File: src/rtl/entropy_pkg.sv
package entropy_pkg;
  localparam int ADDR_W = 4;
  localparam int REG_W  = 32;

  localparam logic [ADDR_W-1:0] OFF_CTRL = 4'h0;
  localparam logic [ADDR_W-1:0] OFF_STAT = 4'h4;
  localparam logic [ADDR_W-1:0] OFF_DATA = 4'h8;

  // control bit positions
  localparam int CB_GEN = 2;
  localparam int CB_IRQ = 3;
  localparam int CB_CLK = 5;

  // status bit positions
  localparam int SB_RDY     = 0;
  localparam int SB_CLK_NOW = 1;
  localparam int SB_SEED    = 2;
  localparam int SB_CLK_IRQ = 5;
  localparam int SB_SEED_IRQ = 6;
endpackage

File: src/rtl/entropy_lfsr.sv
module entropy_lfsr #(
  parameter int          W    = 32,
  parameter logic [W-1:0] TAPS = 32'h8020_0003,
  parameter logic [W-1:0] SEED = 32'h0000_0001
) (
  input  logic         clk,
  input  logic         rst_n,
  input  logic         step,
  output logic [W-1:0] state,
  output logic [W-1:0] nxt
);
  always_comb nxt = (state >> 1) ^ (state[0] ? TAPS : '0);

  always_ff @(posedge clk) begin
    if (!rst_n)     state <= SEED;
    else if (step)  state <= nxt;
  end
endmodule

File: src/rtl/entropy_fifo.sv
module entropy_fifo #(
  parameter int W     = 32,
  parameter int DEPTH = 4
) (
  input  logic          clk,
  input  logic          rst_n,
  input  logic          clr,
  input  logic          push,
  input  logic [W-1:0]  din,
  input  logic          pop,
  output logic [W-1:0]  dout,
  output logic [$clog2(DEPTH+1)-1:0] count,
  output logic          empty,
  output logic          full
);
  localparam int PW = $clog2(DEPTH);
  localparam int CW = $clog2(DEPTH+1);

  logic [W-1:0]  mem [DEPTH];
  logic [PW-1:0] wr_q, rd_q;
  logic          push_ok, pop_ok;

  function automatic logic [PW-1:0] bump(input logic [PW-1:0] p);
    return (p == PW'(DEPTH-1)) ? '0 : p + 1'b1;
  endfunction

  assign empty   = (count == '0);
  assign full    = (count == CW'(DEPTH));
  assign push_ok = push && !full;
  assign pop_ok  = pop && !empty;
  assign dout    = mem[rd_q];

  always_ff @(posedge clk) begin
    if (push_ok) mem[wr_q] <= din;
  end

  always_ff @(posedge clk) begin
    if (!rst_n || clr) begin
      wr_q  <= '0;
      rd_q  <= '0;
      count <= '0;
    end else begin
      if (push_ok) wr_q <= bump(wr_q);
      if (pop_ok)  rd_q <= bump(rd_q);
      count <= count + CW'(push_ok) - CW'(pop_ok);
    end
  end
endmodule

File: src/rtl/entropy_fault.sv
module entropy_fault #(
  parameter int FLUSH_READS = 12
) (
  input  logic clk,
  input  logic rst_n,
  input  logic fault_hit,
  input  logic irq_clear,
  input  logic data_read,
  output logic seed_now,
  output logic seed_irq
);
  localparam int CW = $clog2(FLUSH_READS+1);

  logic [CW-1:0] left_q;

  always_ff @(posedge clk) begin
    if (!rst_n) begin
      seed_now <= 1'b0;
      seed_irq <= 1'b0;
      left_q   <= '0;
    end else if (fault_hit) begin
      seed_now <= 1'b1;
      seed_irq <= 1'b1;
      left_q   <= '0;
    end else if (irq_clear && seed_irq) begin
      seed_irq <= 1'b0;
      left_q   <= CW'(FLUSH_READS);
    end else if (seed_now && !seed_irq && data_read && left_q != '0) begin
      left_q <= left_q - 1'b1;
      if (left_q == CW'(1)) seed_now <= 1'b0;
    end
  end
endmodule

File: src/rtl/entropy_port.sv
module entropy_port
  import entropy_pkg::*;
#(
  parameter int          FIFO_DEPTH   = 4,
  parameter int          GEN_INTERVAL = 16,
  parameter int          FLUSH_READS  = 12,
  parameter logic [31:0] LFSR_TAPS    = 32'h8020_0003,
  parameter logic [31:0] LFSR_SEED    = 32'h0000_0001
) (
  input  logic              clk,
  input  logic              rst_n,
  input  logic              bus_req,
  input  logic              bus_we,
  input  logic [ADDR_W-1:0] bus_addr,
  input  logic [REG_W-1:0]  bus_wdata,
  output logic              bus_rvalid,
  output logic [REG_W-1:0]  bus_rdata,
  input  logic              fault_inject,
  output logic              irq
);
  localparam int FILL_W = $clog2(FIFO_DEPTH+1);
  localparam int TW     = (GEN_INTERVAL > 1) ? $clog2(GEN_INTERVAL) : 1;

  logic gen_en, irq_en, clk_chk;
  logic wr_ctrl, wr_stat, rd_any, rd_data;
  logic seed_now, seed_irq, fault_hit, gen_ok;
  logic push, pop, fifo_clr, fifo_empty, fifo_full, data_rdy;
  logic [FILL_W-1:0] fill_level;
  logic [REG_W-1:0]  fifo_dout, lfsr_state, lfsr_nxt, ctrl_word, stat_word, rd_mux;
  logic [TW-1:0]     tick_q;

  assign wr_ctrl = bus_req && bus_we  && bus_addr == OFF_CTRL;
  assign wr_stat = bus_req && bus_we  && bus_addr == OFF_STAT;
  assign rd_any  = bus_req && !bus_we;
  assign rd_data = rd_any && bus_addr == OFF_DATA;

  always_ff @(posedge clk) begin
    if (!rst_n) begin
      gen_en  <= 1'b0;
      irq_en  <= 1'b0;
      clk_chk <= 1'b0;
    end else if (wr_ctrl) begin
      gen_en  <= bus_wdata[CB_GEN];
      irq_en  <= bus_wdata[CB_IRQ];
      clk_chk <= bus_wdata[CB_CLK];
    end
  end

  assign fault_hit = fault_inject && gen_en;
  assign gen_ok    = gen_en && !(seed_now && seed_irq);

  // pacing of the entropy stand-in
  always_ff @(posedge clk) begin
    if (!rst_n || !gen_ok || fifo_full || fault_hit) tick_q <= '0;
    else if (tick_q == TW'(GEN_INTERVAL-1))          tick_q <= '0;
    else                                             tick_q <= tick_q + 1'b1;
  end

  assign push     = gen_ok && !fifo_full && !fault_hit && tick_q == TW'(GEN_INTERVAL-1);
  assign pop      = rd_data && !fifo_empty;
  assign fifo_clr = fault_hit || (wr_ctrl && !bus_wdata[CB_GEN]);
  assign data_rdy = !fifo_empty && !seed_now;

  entropy_lfsr #(.W(REG_W), .TAPS(LFSR_TAPS), .SEED(LFSR_SEED)) u_lfsr (
    .clk(clk), .rst_n(rst_n), .step(push), .state(lfsr_state), .nxt(lfsr_nxt)
  );

  entropy_fifo #(.W(REG_W), .DEPTH(FIFO_DEPTH)) u_fifo (
    .clk(clk), .rst_n(rst_n), .clr(fifo_clr), .push(push), .din(lfsr_nxt),
    .pop(pop), .dout(fifo_dout), .count(fill_level),
    .empty(fifo_empty), .full(fifo_full)
  );

  entropy_fault #(.FLUSH_READS(FLUSH_READS)) u_fault (
    .clk(clk), .rst_n(rst_n), .fault_hit(fault_hit),
    .irq_clear(wr_stat && !bus_wdata[SB_SEED_IRQ]),
    .data_read(rd_data), .seed_now(seed_now), .seed_irq(seed_irq)
  );

  always_comb begin
    ctrl_word = '0;
    ctrl_word[CB_GEN] = gen_en;
    ctrl_word[CB_IRQ] = irq_en;
    ctrl_word[CB_CLK] = clk_chk;
    stat_word = '0;
    stat_word[SB_RDY]      = data_rdy;
    stat_word[SB_CLK_NOW]  = 1'b0;
    stat_word[SB_SEED]     = seed_now;
    stat_word[SB_CLK_IRQ]  = 1'b0;
    stat_word[SB_SEED_IRQ] = seed_irq;
    case (bus_addr)
      OFF_CTRL: rd_mux = ctrl_word;
      OFF_STAT: rd_mux = stat_word;
      OFF_DATA: rd_mux = fifo_empty ? '0 : fifo_dout;
      default:  rd_mux = '0;
    endcase
  end

  always_ff @(posedge clk) begin
    if (!rst_n) begin
      bus_rvalid <= 1'b0;
      bus_rdata  <= '0;
    end else begin
      bus_rvalid <= rd_any;
      if (rd_any) bus_rdata <= rd_mux;
    end
  end

  assign irq = irq_en && seed_irq;

  logic unused_bits;
  assign unused_bits = ^{bus_wdata, lfsr_state};
endmodule

File: config.mk
export PLATFORM = sky130hd
export DESIGN_NAME = entropy_port
export DESIGN_NICKNAME = d
export VERILOG_FILES = /design/src/rtl/entropy_pkg.sv /design/src/rtl/entropy_lfsr.sv /design/src/rtl/entropy_fifo.sv /design/src/rtl/entropy_fault.sv /design/src/rtl/entropy_port.sv
export SDC_FILE = /design/constraint.sdc
export NUM_CORES = 1
export LEC_CHECK = 0
export BUFFER_PORTS_ARGS = -buffer_cell sky130_fd_sc_hd__buf_2
export CORE_MARGIN = 1.5
export CORE_UTILIZATION = 55
export DETAILED_ROUTE_END_ITERATION = 16
export PLACE_DENSITY = 0.74
export SLEW_MARGIN = 20
export SYNTH_ARGS = -nofsm -noshare
export SYNTH_HDL_FRONTEND = slang
export SYNTH_HIERARCHICAL = 1
export SYNTH_SLANG_ARGS = --single-unit
File: constraint.sdc
create_clock -name clk -period 3.5 [get_ports clk]
set_input_delay 0.35 -clock clk [delete_from_list [all_inputs] [get_ports clk]]
set_output_delay 0.35 -clock clk [all_outputs]
set_load 0.05 [all_outputs]
==> impl_metrics.env, run 1 <==
export IMPL_post_route_period_util_pct=78.7
export IMPL_place_worst_setup_slack_ns=0.792
export IMPL_synthesis_area_um2=8440
export IMPL_critical_path_required_ns=3.88
export IMPL_power_ir_vdd_worst_mv=0.334
export IMPL_element_type_at_the_critical_path_end="register"
export IMPL_clock_sinks=215
export IMPL_placementRows=45
export IMPL_width_of_the_chip_um=127
export IMPL_cp_num_buf_inv=3
export IMPL_detail_route_vias_per_cell=5.92
export IMPL_final_total_power_mw=5.04
export IMPL_postCtsResizedCells=0
export IMPL_hpwl_um=9550
export IMPL_n_antenna_cell=0
export IMPL_placement_stage_cell_area_um2=8850
export IMPL_cts_buffers_inserted=22
export IMPL_first_iter_violations=369
export IMPL_use_met2_pct=34.8
export IMPL_top_level_ports=75
export IMPL_number_of_failing_hold_endpoints_at_the_final_stage=0
export IMPL_initial_cell_density_of_the_core_pct=55.9
export IMPL_power_density_nw_per_um2=525
export IMPL_met1_usage_pct=26.9
export IMPL_critical_path_class="register to register"
export IMPL_grt_first_pass_wirelength_um=26100
export IMPL_largest_net_degree_at_the_start_of_global_routing=36
export IMPL_postSynthNetCount=634
export IMPL_critPathSlowestCell="sky130_fd_sc_hd__dfxtp_1"
export IMPL_post_cts_setup_buffers=0
export IMPL_area_growth_synth_to_final_pct=13.6
export IMPL_fmax_mhz=363
export IMPL_layout_setup_ws_ns=0.745
export IMPL_use_met3_pct=4.39
export IMPL_post_detailed_route_count_of_antenna_violating_nets=0
export IMPL_final_setup_viol_count=0
export IMPL_first_global_vias=4899
export IMPL_drive_gt1_share_pct=21.9
export IMPL_wl_per_cell_um=19.6
export IMPL_numPortBuffers=46
export IMPL_die_y_um=127
export IMPL_timing_final_crit_period_ns=2.75
export IMPL_slew_violations=0
export IMPL_cts_tree="yes"
export IMPL_holdBufCountCts=0
export IMPL_path_cells="or3b_1 > inv_1 > nor2_1 > nand3_1 > nor2_4 > and2_4 > inv_1 > ha_1 > inv_1 > ha_1 > fa_1 > xnor2_1 > xnor2_1 > nor2_1"
export IMPL_grt_antenna_before_repair=0
export IMPL_multi_input_comb_area_um2=2590
export IMPL_timing_slew_headroom_pct=52.0
export IMPL_fin_util_pct=63.5
export IMPL_drtPass1Iterations=5
export IMPL_worst_pin_slew_ns=0.720
export IMPL_globalplace_congestion=0.747
export IMPL_cts_htree_levels=1
export IMPL_core_region_area_um2=15100
export IMPL_num_fill_cells=1090
export IMPL_totalWireLength_um=16300
export IMPL_vias=4916
export IMPL_final_hold_worst_slack_ns=0.102
export IMPL_stdcell_area_um2=9590
export IMPL_crit_arrival_ns=3.14
export IMPL_finalSetupTns_ns=0
export IMPL_critical_path_max_fanout=8
export IMPL_non_filler_instances=831
export IMPL_worst_path_largest_cell_delay_ns=0.41
export IMPL_reported_leakage_power_nw=3.51
export IMPL_clock_skew_ns=0.00466
export IMPL_clock_latency_ns=0.49
export IMPL_worst_setup_hold_path_clk_slew_ns=0.06
export IMPL_yosys_warnings=6
export IMPL_floorplan_die_area_um2=16100
export IMPL_drv_cap=0
export IMPL_gr_total_overflow=0
export IMPL_unrepaired_setup_endpoints_after_global_routing="no"
export IMPL_postSynthAreaPerCell_um2=14.5
export IMPL_final_nets=679
export IMPL_cp_start_kind="register"
export IMPL_category_of_cells_accounting_for_the_largest_share_of_critical_path_delay="simple AND/OR/NAND/NOR gates"
export IMPL_buffer_depth_of_the_longest_clock_path=3
export IMPL_class_of_the_worst_hold_path="input port to register"
export IMPL_top_usage_layer="met2"
export IMPL_placed_cells_incl_taps=791
export IMPL_outcome="complete, no violations"
export IMPL_critical_path_top_cell_by_count="sky130_fd_sc_hd__inv_1"
export IMPL_clock_tree_root_cell="sky130_fd_sc_hd__clkbuf_16"
export IMPL_drt_drc_violations_left=0
export IMPL_regArea_um2=5590
export IMPL_syn_inst=582
export IMPL_grtUsageTotal_pct=20.8
## layout make-up
type                    count  area share, %
flip-flops and latches    215           58.3
multi-input cells         312           27.0
clock buffers              32           6.98
repair buffers             58           3.86
well taps                 188           2.45
clock inverters             8          0.705
inverters                  18          0.705
## where the power goes
part           leakage [nW]  internal (mW)  switching [mW]
Sequential             2.14           2.65        0.000535
Combinational          1.01         0.0191          0.0545
Clock                 0.359           1.40           0.914
Total                  3.51           4.07           0.969
## final timing paths
kind                                 startpoint               to  slack (ns)  cells after the start
worst max register to register  u_fifo/count[1]  u_fifo/count[2]        0.75                     14
worst min register to register    bus_rdata[23]    bus_rdata[23]        0.45                      2
worst min-delay path               bus_wdata[5]          clk_chk        0.10                      3
worst max-delay path            u_fifo/count[1]  u_fifo/count[2]        0.75                     14
## registers in the layout (all words and copies together), names as in the netlist, 2 cells and up, named ones only
signal / flops
u_fifo/mem: 128
u_fifo/count: 3
u_fault/left_q: 4
u_fifo/rd_q: 2
u_fifo/wr_q: 2
u_lfsr/state: 32
bus_rdata: 32
tick_q: 4
## cells in the final DEF (no fill, tap or decap), types with 6 or more instances in the layout
cell,instances
sky130_fd_sc_hd__edfxtp_1,128
sky130_fd_sc_hd__dfxtp_1,86
sky130_fd_sc_hd__buf_2,46
sky130_fd_sc_hd__nand2_1,44
sky130_fd_sc_hd__a21oi_1,37
sky130_fd_sc_hd__nor2b_1,33
sky130_fd_sc_hd__mux2i_1,32
sky130_fd_sc_hd__mux4_2,32
sky130_fd_sc_hd__nand4_1,30
sky130_fd_sc_hd__clkbuf_16,23
sky130_fd_sc_hd__inv_1,17
sky130_fd_sc_hd__ha_1,10
sky130_fd_sc_hd__nand3_1,8
sky130_fd_sc_hd__nor2_1,8
sky130_fd_sc_hd__buf_4,8
sky130_fd_sc_hd__o21ai_0,6
sky130_fd_sc_hd__clkbuf_8,6
## per-layer routing
metal / routed length (um) / vias to the layer above
li1: - / 2270
met1: 6910 / 2458
met2: 8070 / 149
met3: 887 / 39
met4: 441 / 0
met5: 0 / -
## worst register-to-register path, delay by kind of cell, from the launching register on
family	cells	cell delay (ns)
simple gates	6	0.95
fa+ha+maj	3	0.82
flops	1	0.41
xor+xnor	2	0.32
buf+inv	3	0.15
No activity file was read; power rests on OpenSTA's default activity.
==> inputs of run 2 (changes only) <==
--- a/config.mk
+++ b/config.mk
@@ -7,9 +7,9 @@
 export LEC_CHECK = 0
 export BUFFER_PORTS_ARGS = -buffer_cell sky130_fd_sc_hd__buf_2
 export CORE_MARGIN = 1.5
-export CORE_UTILIZATION = 55
+export CORE_UTILIZATION = 53
 export DETAILED_ROUTE_END_ITERATION = 16
-export PLACE_DENSITY = 0.74
+export PLACE_DENSITY = 0.75
 export SLEW_MARGIN = 20
 export SYNTH_ARGS = -nofsm -noshare
 export SYNTH_HDL_FRONTEND = slang
==> constraint.sdc (replaced) <==
create_clock -name clk -period 2.2 [get_ports clk]
set_input_delay 0.22 -clock clk [delete_from_list [all_inputs] [get_ports clk]]
set_output_delay 0.22 -clock clk [all_outputs]
set_load 0.05 [all_outputs]
==> run 2 against run 1 <==
  * The flow now finishes with violations (setup timing)
  * First-iteration DRC count increased by 7.0%
  * Routed wire length increased by 10%
  * Sequential power increased by 59%
  * Maximum frequency increased by 22%
  * Worst setup slack got worse by 0.80 ns
  * Total power increased by 63%
  * Final cell count increased by 6.9%
  * Count of clock-buffer cells in the layout decreased by 2
  * Largest power group unchanged
  * Highest routed layer unchanged
==> impl_metrics.env, run 2 (synthesized netlist as in run 1, its figures left out) <==
export IMPL_internal_power_mw=6.60
export IMPL_most_frequent_cells_in_the_layout="sky130_fd_sc_hd__edfxtp_1 (128), sky130_fd_sc_hd__dfxtp_1 (83), sky130_fd_sc_hd__buf_2 (46), sky130_fd_sc_hd__nand2_1 (44), sky130_fd_sc_hd__a21oi_1 (37)"
export IMPL_combinationalPowerShare_pct=1.6
export IMPL_reg2reg_depth=14
export IMPL_hpwl_um=10300
export IMPL_element_type_at_the_critical_path_end="register"
export IMPL_initial_cell_density_of_the_core_pct=54.9
export IMPL_largest_registers="u_fifo/mem (128), bus_rdata (32), u_lfsr/state (32)"
export IMPL_first_iter_violations=395
export IMPL_clock_tree_root_cell="sky130_fd_sc_hd__clkbuf_16"
export IMPL_regToRegStartpoint="u_fifo/count[2]"
export IMPL_globalplace_congestion=0.810
export IMPL_final_setup_viol_count=1
export IMPL_fin_util_pct=65.5
export IMPL_fmax_mhz=444
export IMPL_placed_cells_incl_taps=838
export IMPL_post_route_period_util_pct=102
export IMPL_largest_net_degree_at_the_start_of_global_routing=33
export IMPL_timing_reg2reg_setup_slack_ns=-0.05
export IMPL_reported_leakage_power_nw=3.71
export IMPL_top_level_ports=75
export IMPL_critPathSlowestCell="sky130_fd_sc_hd__fa_2"
export IMPL_gr_total_overflow=0
export IMPL_power_ir_vdd_worst_mv=0.615
export IMPL_clk_pwr_share_pct=46.9
export IMPL_final_common_cell="sky130_fd_sc_hd__edfxtp_1"
export IMPL_critical_path_max_fanout=2
export IMPL_layout_setup_ws_ns=-0.0509
export IMPL_final_hold_worst_slack_ns=0.0599
export IMPL_number_of_flip_flops_under_the_largest_register_name=128
export IMPL_timing_slew_headroom_pct=58.1
export IMPL_grt_antenna_before_repair=0
export IMPL_n_antenna_cell=0
export IMPL_width_of_the_chip_um=129
export IMPL_area_growth_synth_to_final_pct=19.3
export IMPL_grt_first_pass_wirelength_um=27800
export IMPL_timing_final_crit_period_ns=2.25
export IMPL_drt_drc_violations_left=0
export IMPL_drtPass1Iterations=5
export IMPL_detail_route_vias_per_cell=5.81
export IMPL_first_global_vias=5149
export IMPL_final_total_power_mw=8.19
export IMPL_floorplan_die_area_um2=16700
export IMPL_numPortBuffers=46
export IMPL_clock_sinks=215
export IMPL_hp_start="rst_n"
export IMPL_rr_endpoint="u_fifo/count[2]"
export IMPL_worst_pin_slew_ns=0.628
export IMPL_cp_start_kind="register"
export IMPL_grtUsageTotal_pct=21.9
export IMPL_unrepaired_setup_endpoints_after_global_routing="yes"
export IMPL_wl_per_cell_um=20.3
export IMPL_worstHoldEndpoint="gen_en"
export IMPL_cts_tree="yes"
export IMPL_drv_cap=0
export IMPL_worst_setup_hold_path_clk_slew_ns=0.06
export IMPL_category_of_cells_accounting_for_the_largest_share_of_critical_path_delay="adder cells"
export IMPL_placementRows=45
export IMPL_critical_path_class="register to register"
export IMPL_power_share_sequential_pct=51.5
export IMPL_stdcell_area_um2=10100
export IMPL_vias=5155
export IMPL_class_of_the_worst_hold_path="input port to register"
export IMPL_die_y_um=129
export IMPL_final_nets=713
export IMPL_clock_latency_ns=0.49
export IMPL_critical_path_required_ns=2.58
export IMPL_worst_path_largest_cell_delay_ns=0.35
export IMPL_buffer_depth_of_the_longest_clock_path=3
export IMPL_crit_arrival_ns=2.63
export IMPL_placement_stage_cell_area_um2=9160
export IMPL_cts_htree_levels=1
export IMPL_power_density_nw_per_um2=813
export IMPL_core_region_area_um2=15400
export IMPL_cp_num_buf_inv=3
export IMPL_hold_path_cell_count=3
export IMPL_cts_buffers_inserted=22
export IMPL_totalWireLength_um=18000
export IMPL_non_filler_instances=888
export IMPL_post_detailed_route_count_of_antenna_violating_nets=0
export IMPL_outcome="finished with violations"
export IMPL_drive_gt1_share_pct=27.6
export IMPL_number_of_failing_hold_endpoints_at_the_final_stage=0
export IMPL_slew_violations=0
export IMPL_failed_checks="setup timing"
export IMPL_top_register="u_fifo/mem"
export IMPL_power_share_switching_pct=19.4
export IMPL_path_cells="or3b_4 > inv_2 > nor2_4 > nand3_2 > nor2_4 > and2_4 > inv_4 > ha_4 > inv_2 > ha_4 > fa_2 > xnor2_2 > xnor2_1 > nor2_1"
export IMPL_clock_skew_ns=0.00824
export IMPL_switchingPower_mw=1.59
==> run 2: cell count changes in the layout (fill, tap and decap cells not counted), moves of 3 or more <==
cell                            previous run  this run
sky130_fd_sc_hd__clkbuf_8                  6         2
sky130_fd_sc_hd__buf_4                     8        32
sky130_fd_sc_hd__inv_1                    17        14
sky130_fd_sc_hd__dlygate4sd3_1             0         3
sky130_fd_sc_hd__buf_12                    4        10
sky130_fd_sc_hd__dfxtp_1                  86        83
==> run 2: worst max path at each step <==
stage / from / depth (start not counted) / end
2_1_floorplan: u_fifo/count[2] / 15 / u_fifo/count[2]
3_3_place_gp: u_fifo/count[2] / 14 / u_fifo/count[2]
3_5_place_dp: u_fifo/count[0] / 14 / u_fifo/count[2]
4_1_cts: u_fifo/count[0] / 14 / u_fifo/count[2]
5_1_grt: u_fifo/count[2] / 14 / u_fifo/count[2]
6_report: u_fifo/count[2] / 14 / u_fifo/count[2]
==> run 2: power groups by stage <==
stage               logic [mW]  clock network (mW)  registers [mW]
CTS                      0.130                3.90            4.22
finish                   0.134                3.84            4.22
global placement         0.121                   0            4.30
floorplan               0.0687                   0            4.31
global route             0.143                4.05            4.21
detailed placement       0.122                   0            4.30
==> run 2: area by class of cell <==
| cell class | instances | area (um2) |
|---|---|---|
| timing repair buffer | 92 | 712 |
| multi-input combinational | 312 | 2670 |
| sequential | 215 | 5590 |
| clock buffer | 30 | 622 |
| inverter | 18 | 70.1 |
| fill | 1035 | 5310 |
| clock inverter | 10 | 136 |
| tap | 211 | 264 |
==> run 2: timing repair <==
action | in CTS | in global routing
hold buffers | 3 | 0
endpoints found under the hold margin | 3 | 0
gates resized for setup | 6 | 7
buffers inserted | 6 | 1
pin swaps | 13 | 1
endpoints found under the setup margin | 2 | 2
==> run 2: stage by stage <==
stage,TNS [ns],worst slack [ns]
CTS,-0.0633,-0.0606
global route,-0.276,-0.238
global placement,-0.147,-0.130
finish,-0.0509,-0.0509
floorplan,-0.502,-0.325
detailed placement,-0.221,-0.177
==> run 2: per-layer routing <==
layer  up-vias  global-route usage (%)  routed length (um)
li1       2344                       -                   -
met1      2618                    29.3                7690
met2       168                    37.4                9010
met3        25                    2.68                1000
met4         0                    7.40                 288
met5         -                       0                   0
==> run 2: worst register-to-register path: cells and delay by family (launching register included) <==
family / cells / cell delay (ns)
xor gates and xnor gates: 2 / 0.28
and+or+nand+nor: 6 / 0.69
buffers and inverters: 3 / 0.12
adders and majority gates: 3 / 0.74
DFF: 1 / 0.32
